$ cat config.mk
export PLATFORM = sky130hd
export DESIGN_NAME = cmp16_wr_bridge
export DESIGN_NICKNAME = d
export VERILOG_FILES = /design/src/rtl/cmp16_wr_pkg.sv /design/src/rtl/cmp16_rst_sync.sv /design/src/rtl/cmp16_addr_dec.sv /design/src/rtl/cmp16_stage_byte.sv /design/src/rtl/cmp16_chan.sv /design/src/rtl/cmp16_rd_mux.sv /design/src/rtl/cmp16_wr_bridge.sv
export SDC_FILE = /design/constraint.sdc
export NUM_CORES = 1
export LEC_CHECK = 0
export ABC_AREA = 1
export BUFFER_PORTS_ARGS = -buffer_cell sky130_fd_sc_hd__buf_2
export CAP_MARGIN = 25
export CORE_MARGIN = 3
export CORE_UTILIZATION = 58
export CTS_BUF_LIST = sky130_fd_sc_hd__clkbuf_8 sky130_fd_sc_hd__clkbuf_16
export DETAILED_ROUTE_END_ITERATION = 12
export GPL_TIMING_DRIVEN = 0
export PLACE_DENSITY_LB_ADDON = 0.25
export SLEW_MARGIN = 0
export SYNTH_ARGS = -nofsm -noshare
export SYNTH_HDL_FRONTEND = slang
export SYNTH_SLANG_ARGS = --single-unit
export TNS_END_PERCENT = 10
$ cat constraint.sdc
create_clock -name clk -period 3.8 [get_ports clk]
set_input_delay 0.57 -clock clk [delete_from_list [all_inputs] [get_ports clk]]
set_output_delay 0.57 -clock clk [all_outputs]
set_load 0.01 [all_outputs]
$ cat src/rtl/cmp16_wr_pkg.sv
package cmp16_wr_pkg;
  localparam int BYTE_W = 8;
  localparam int WORD_W = 2 * BYTE_W;
  typedef logic [BYTE_W-1:0] byte_t;
  typedef logic [WORD_W-1:0] word_t;
endpackage

$ cat src/rtl/cmp16_rst_sync.sv
module cmp16_rst_sync (
  input  logic clk,
  input  logic rst_n,
  output logic rst_sn
);
  logic [1:0] sync_q;

  always_ff @(posedge clk or negedge rst_n) begin
    if (!rst_n) sync_q <= 2'b00;
    else        sync_q <= {sync_q[0], 1'b1};
  end

  assign rst_sn = sync_q[1];
endmodule

$ cat src/rtl/cmp16_addr_dec.sv
module cmp16_addr_dec #(
  parameter int ADDR_W    = 8,
  parameter int BASE_ADDR = 'h88,
  parameter int NUM_CH    = 3,
  parameter int CH_W      = 2
) (
  input  logic [ADDR_W-1:0] addr,
  output logic              hit,
  output logic              hi_sel,
  output logic [CH_W-1:0]   ch_sel
);
  localparam logic [ADDR_W-1:0] BASE_V = ADDR_W'(BASE_ADDR);
  localparam logic [ADDR_W-1:0] SPAN_V = ADDR_W'(2 * NUM_CH);

  logic [ADDR_W-1:0] off;

  always_comb begin
    off    = addr - BASE_V;
    hit    = (addr >= BASE_V) && (off < SPAN_V);
    hi_sel = off[0];
    ch_sel = CH_W'(off >> 1);
  end
endmodule

$ cat src/rtl/cmp16_stage_byte.sv
module cmp16_stage_byte
  import cmp16_wr_pkg::*;
(
  input  logic  clk,
  input  logic  rst_sn,
  input  logic  load_en,
  input  byte_t din,
  output byte_t q
);
  byte_t d;

  always_comb begin
    d = q;
    if (load_en) d = din;
  end

  always_ff @(posedge clk or negedge rst_sn) begin
    if (!rst_sn) q <= '0;
    else         q <= d;
  end
endmodule

$ cat src/rtl/cmp16_chan.sv
module cmp16_chan
  import cmp16_wr_pkg::*;
(
  input  logic  clk,
  input  logic  rst_sn,
  input  logic  commit,
  input  word_t commit_word,
  input  logic  dbuf_en,
  input  logic  xfer,
  output word_t live_q
);
  word_t shadow_q, shadow_d, live_d;

  always_comb begin
    shadow_d = shadow_q;
    live_d   = live_q;
    if (dbuf_en && xfer) live_d = shadow_q;
    if (commit) begin
      if (dbuf_en) shadow_d = commit_word;
      else         live_d   = commit_word;
    end
  end

  always_ff @(posedge clk or negedge rst_sn) begin
    if (!rst_sn) begin
      shadow_q <= '0;
      live_q   <= '0;
    end else begin
      shadow_q <= shadow_d;
      live_q   <= live_d;
    end
  end
endmodule

$ cat src/rtl/cmp16_rd_mux.sv
module cmp16_rd_mux
  import cmp16_wr_pkg::*;
#(
  parameter int NUM_CH = 3,
  parameter int CH_W   = 2
) (
  input  logic [NUM_CH*WORD_W-1:0] words,
  input  logic                     re,
  input  logic                     hit,
  input  logic                     hi_sel,
  input  logic [CH_W-1:0]          ch_sel,
  output byte_t                    rdata
);
  word_t pick;

  always_comb begin
    pick = '0;
    for (int c = 0; c < NUM_CH; c++) begin
      if (ch_sel == CH_W'(c)) pick = words[c*WORD_W +: WORD_W];
    end
    rdata = '0;
    if (re && hit) rdata = hi_sel ? pick[WORD_W-1:BYTE_W] : pick[BYTE_W-1:0];
  end
endmodule

$ cat src/rtl/cmp16_wr_bridge.sv
module cmp16_wr_bridge
  import cmp16_wr_pkg::*;
#(
  parameter int ADDR_W    = 8,
  parameter int BASE_ADDR = 'h88,
  parameter int NUM_CH    = 3
) (
  input  logic                     clk,
  input  logic                     rst_n,
  input  logic [ADDR_W-1:0]        bus_addr,
  input  logic [7:0]               bus_wdata,
  input  logic                     bus_we,
  input  logic                     bus_re,
  output logic [7:0]               bus_rdata,
  input  logic                     dbuf_en,
  input  logic                     buf_xfer,
  output logic [NUM_CH*16-1:0]     cmp_word
);
  localparam int CH_W = (NUM_CH > 1) ? $clog2(NUM_CH) : 1;

  logic            rst_sn;
  logic            hit, hi_sel;
  logic [CH_W-1:0] ch_sel;
  logic            stage_we;
  byte_t           stage_q;

  cmp16_rst_sync u_rst (.clk(clk), .rst_n(rst_n), .rst_sn(rst_sn));

  cmp16_addr_dec #(
    .ADDR_W(ADDR_W), .BASE_ADDR(BASE_ADDR), .NUM_CH(NUM_CH), .CH_W(CH_W)
  ) u_dec (
    .addr(bus_addr), .hit(hit), .hi_sel(hi_sel), .ch_sel(ch_sel)
  );

  assign stage_we = bus_we && hit && hi_sel;

  cmp16_stage_byte u_stage (
    .clk(clk), .rst_sn(rst_sn), .load_en(stage_we), .din(bus_wdata), .q(stage_q)
  );

  for (genvar c = 0; c < NUM_CH; c++) begin : g_ch
    logic commit;
    assign commit = bus_we && hit && !hi_sel && (ch_sel == CH_W'(c));
    cmp16_chan u_chan (
      .clk(clk), .rst_sn(rst_sn), .commit(commit),
      .commit_word({stage_q, bus_wdata}), .dbuf_en(dbuf_en), .xfer(buf_xfer),
      .live_q(cmp_word[c*WORD_W +: WORD_W])
    );
  end

  cmp16_rd_mux #(.NUM_CH(NUM_CH), .CH_W(CH_W)) u_rd (
    .words(cmp_word), .re(bus_re), .hit(hit), .hi_sel(hi_sel),
    .ch_sel(ch_sel), .rdata(bus_rdata)
  );
endmodule

[Word-level counts from Yosys, hierarchy flattened]
Cells that the tools add are included.
Operators by class
  add/subtract/negate cells: 1
  $mul: 0
  div/mod/pow operators: 0
  $lt $le $gt $ge: 2
  equality and inequality tests: 2
  shift-type cells: 0
  multiplexer cells: 14
  bitwise gates (word level): 0
  reductions and logical operators: 14
Operator list (count)
  $mux W16: 12
  $mux W8: 2
  $logic_and A1 B1 Y1: 9
  $ge A8 B8 Y1 const B: 1
  $lt A8 B3 Y1 const B: 1
  $sub A8 B8 Y8 const B: 1
  $reduce_and A2 Y1: 3
  $eq A2 B1 Y1 const B: 1
  $eq A2 B2 Y1 const B: 1
  $logic_not A2 Y1: 1
  $logic_not A1 Y1: 1
Storage, ports and cells
  register bits after elaboration: 106
  latch bits: 0
  memory bits (writable): 0
  bits in read-only memories: 0
  input port bits: 22
  output and inout bits: 56
  logic and storage cells: 41
  memories kept: 0

[Depth between registers and ports, before layout]
  depth after elaboration: 7
  mapped depth: 11
  depth with buffers taken out: 10

[By module]
A second synthesis with hierarchy kept.
Unflattened totals
  cell total of the unflattened synthesis: 765
  area, all modules: 5609.1 µm²
By module, submodules not included
  cmp16_chan: instances 3, cells an instance 188, area each 1496.4 µm², sequential area each 800.8 µm²
  cmp16_rd_mux: instances 1, cells an instance 137, area each 629.4 µm², sequential area each 0.0 µm²
  cmp16_stage_byte: instances 1, cells an instance 34, area each 305.3 µm², sequential area each 200.2 µm²
  cmp16_addr_dec: instances 1, cells an instance 15, area each 80.1 µm², sequential area each 0.0 µm²
  cmp16_rst_sync: instances 1, cells an instance 3, area each 53.8 µm², sequential area each 50.0 µm²
  cmp16_wr_bridge: instances 1, cells an instance 12, area each 51.3 µm², sequential area each 0.0 µm²

[Worst setup path after synthesis]
No wires, ideal clock.
  path type: input -> output
  from: input port bus_addr[0]
  to: output port bus_rdata[4]
  data arrival time: 1.689 ns
  required time: 3.230 ns
  slack: 1.541 ns
  stages: 8
  buffers on the path: 3
  cell sequence: buf_2 -> inv_1 -> buf_2 -> buf_2 -> nand2_1 -> nand3_1 -> nand2_1 -> a211oi_1
On the way
  cells in the longest elaborated chain, start to end: 7
  elaborated cells between the ends (all ways): 13
  classes of those cells: add/sub (1); order compare (2); eq/ne (2); mux (5); reduce/logical (3)
RTL lines
  start: declaration: line cmp16_wr_bridge.sv:10  | input logic [ADDR_W-1:0] bus_addr,
  parallel branches: the longest is 6 deep, another holds $sub A8 B8 Y8
  $mux W8 *: line cmp16_rd_mux.sv:22  | if (re && hit) rdata = hi_sel ? pick[WORD_W-1:BYTE_W] : pick[BYTE_W-1:0];
  end: declaration: line cmp16_wr_bridge.sv:14  | output logic [7:0] bus_rdata,
Mark *: on every way between the ends.

[Worst setup path in the final report]
  from: input port bus_addr[0]
  to: output port bus_rdata[1]
Same word-level chain as after synthesis.

==> results.json <==
{
  "setup_viol": 0,
  "required_ns": 3.23,
  "p_leak_uw": 0.00338,
  "final_util_pct": 68.0,
  "cts_buffers": 9,
  "finalNetCount": 870,
  "cts_setup_buffers": 0,
  "syn_inst": 759,
  "ctsHtreeMaxLevel": 3,
  "clk_latency_ns": 0.38,
  "die_x_um": 104,
  "dieArea_sq_um": 10700,
  "setup.worst_path.start": "bus_addr[0]",
  "path_delay_family": "buffers and inverters",
  "placeableCoreArea_sq_um": 9240,
  "syn_area_per_cell_sq_um": 7.29,
  "ir_worst_vdd_uv": 256,
  "status": "finished clean",
  "initial_utilization_pct": 59.9,
  "hp-class": "reg2reg",
  "worst_slew_pin_slew_ns": 0.711,
  "start_kind": "input pin",
  "finalHoldViolCount": 0,
  "cp.arrival_ns": 2.06,
  "syn_area_sq_um": 5530,
  "rsz0062_at_grt": "false",
  "min_period_over_period_pct": 69.2,
  "cp_num_cells": 7,
  "wire_per_inst_um": 19.1,
  "reg2reg_from": "u_stage.q[4]",
  "end_kind": "primary output",
  "yosysUniqueCellTypes": 23,
  "via_per_inst": 5.94,
  "syn_nets": 782,
  "cts-root-buf": "clkbuf_8",
  "critical_path.max_stage_delay_ns": 0.32,
  "critPathSlowestCell": "or2_2",
  "drive_gt1_share_pct": 14.2,
  "drt_iter0_markers": 585,
  "io_pins": 78,
  "slew_headroom_pct": 52.5,
  "ys_ff_latch": 106,
  "dpl.hpwl_um": 14400,
  "fin_area_sq_um": 6290,
  "final_cell_mix": "nand2_1, dfrtp_1, nand3_1",
  "wirelength_um": 18700,
  "timing.fmax_ghz": 0.381,
  "post-route-drc-count": 0,
  "antenna_found_initial": 0,
  "seq_area_frac_synth_pct": 48.0,
  "place_congestion": 0.993,
  "crit_fanout": 10,
  "diodes": 0,
  "first_global_vias": 5442,
  "cts_tree": "yes",
  "cts_sinks": 106,
  "portBuffers": 75,
  "grt_first_pass_wirelength_um": 29900,
  "crit_top_cell": "buf_2",
  "fin_crit_ns": 2.63,
  "rows": 35,
  "drtAntennaViolNets": 0,
  "cts_resized": 0,
  "area_growth_pct": 13.7,
  "vias": 5830,
  "rr_endpoint": "g_ch[0].u_chan.live_q[12]",
  "rrSetupSlack_ns": 2.43,
  "fp.dieH_um": 104,
  "cap_violations": 0,
  "yosys_warnings": 0,
  "power-per-cell-area_nw_per_um2": 336,
  "crit_end": "bus_rdata[1]",
  "skew_ns": 0.0217,
  "first_pass_iters": 7,
  "slew_viol_final": 0,
  "cp_cell_sequence": "buf_2 -> inv_1 -> buf_2 -> o21ai_0 -> or2_2 -> a31oi_1 -> buf_2",
  "cts_max_path_buffers": 2,
  "reg2regPathDepth": 4,
  "place_area_sq_um": 6100,
  "grt_usage_pct": 36.1,
  "path_clk_slew_ns": 0.11,
  "grt_max_degree": 56,
  "critPathKind": "in2out",
  "overflow": 0,
  "path_buf_inv": 4,
  "mostFrequentLayoutCell": "nand2_1"
}
routing by layer:
layer	vias to the layer above	part of all wire, %	track usage, %
met4	0	5.1	15.7
met1	2726	40	50.8
met3	66	11	8.41
li1	2663	-	-
met2	375	43	53.8
met5	-	0	0
kinds of logic after synthesis:
group	count (synthesis)	share of synthesized area (%)
AO/OA/AOI/OAI	129	12.1
adder cells (fa/ha/maj)	1	0.226
buffers and inverters	82	6.29
flip-flops	106	48.0
other	1	0.0678
AND/OR/NAND/NOR	440	33.4
cell type report:
cell class,count,area (sq um)
plain buffers,50,228
clock buffers,9,124
clock inverters,7,53.8
fillers,834,2950
inverters,32,120
multi-input cells,571,2530
flip-flops and latches,106,2660
well taps,129,161
repair buffers,77,413
power breakdown:
group          switching (uW)  leakage, uW  internal (uW)
combinational             172      0.00182           71.5
sequential               52.2      0.00147           1160
clock                     416    0.0000929            245
total                     640      0.00338           1480
synthesized netlist by cell type:
cell type,number,area [sq um]
nand2_1,286,1070
dfrtp_1,106,2650
nand3_1,104,521
o21ai_0,67,335
a21oi_1,50,250
nor2_1,37,139
inv_1,32,120
clkbuf_1,23,86.3
buf_2,17,85.1
buf_1,6,22.5
nand4_1,5,31.3
o22ai_1,5,31.3
a31oi_1,3,18.8
buf_4,3,22.5
nor2_4,3,33.8
or2_2,3,18.8
a211oi_1,2,15.0
o221ai_1,2,17.5
buf_6,1,11.3
conb_1,1,3.75
ha_1,1,12.5
nand4_2,1,12.5
nor3_4,1,16.3
worst min-delay path by stage:
| stage | start | endpoint | cells after the start |
|---|---|---|---|
| finish | u_rst.sync_q[0] | u_rst.sync_q[1] | 0 |
| global placement | u_rst.sync_q[0] | u_rst.sync_q[1] | 0 |
| floorplan | rst_n | u_rst.sync_q[0] | 0 |
| detailed placement | u_rst.sync_q[0] | u_rst.sync_q[1] | 0 |
| CTS | u_rst.sync_q[0] | u_rst.sync_q[1] | 0 |
| global route | u_rst.sync_q[0] | u_rst.sync_q[1] | 0 |
metrics by stage:
| step | setup slack, ns | total power [uW] | TNS, ns | instances | hold slack, ns |
|---|---|---|---|---|---|
| 6_report | 1.17 | 2110 | 0 | 981 | 0.368 |
| 5_1_grt | 1.02 | 2190 | 0 | 981 | 0.391 |
| 4_1_cts | 1.22 | 2100 | 0 | 981 | 0.374 |
| 3_5_place_dp | 1.21 | 1470 | 0 | 964 | 0.336 |
| 3_3_place_gp | -0.445 | 1460 | -45.37 | 963 | 0.344 |
| 2_1_floorplan | 0.629 | 1360 | 0 | 759 | 0.274 |
what timing repair did:
action	4_1_cts	5_1_grt
hold endpoints to repair	2	0
setup endpoints to repair	0	0
hold buffers	1	0
sequential cells by signal, summed over array words and instances (netlist names):
| name | count |
|---|---|
| u_rst.sync_q | 2 |
| g_ch.u_chan.live_q | 48 |
| u_stage.q | 8 |
| g_ch.u_chan.shadow_q | 48 |
Power figures use the tool's default switching activity.
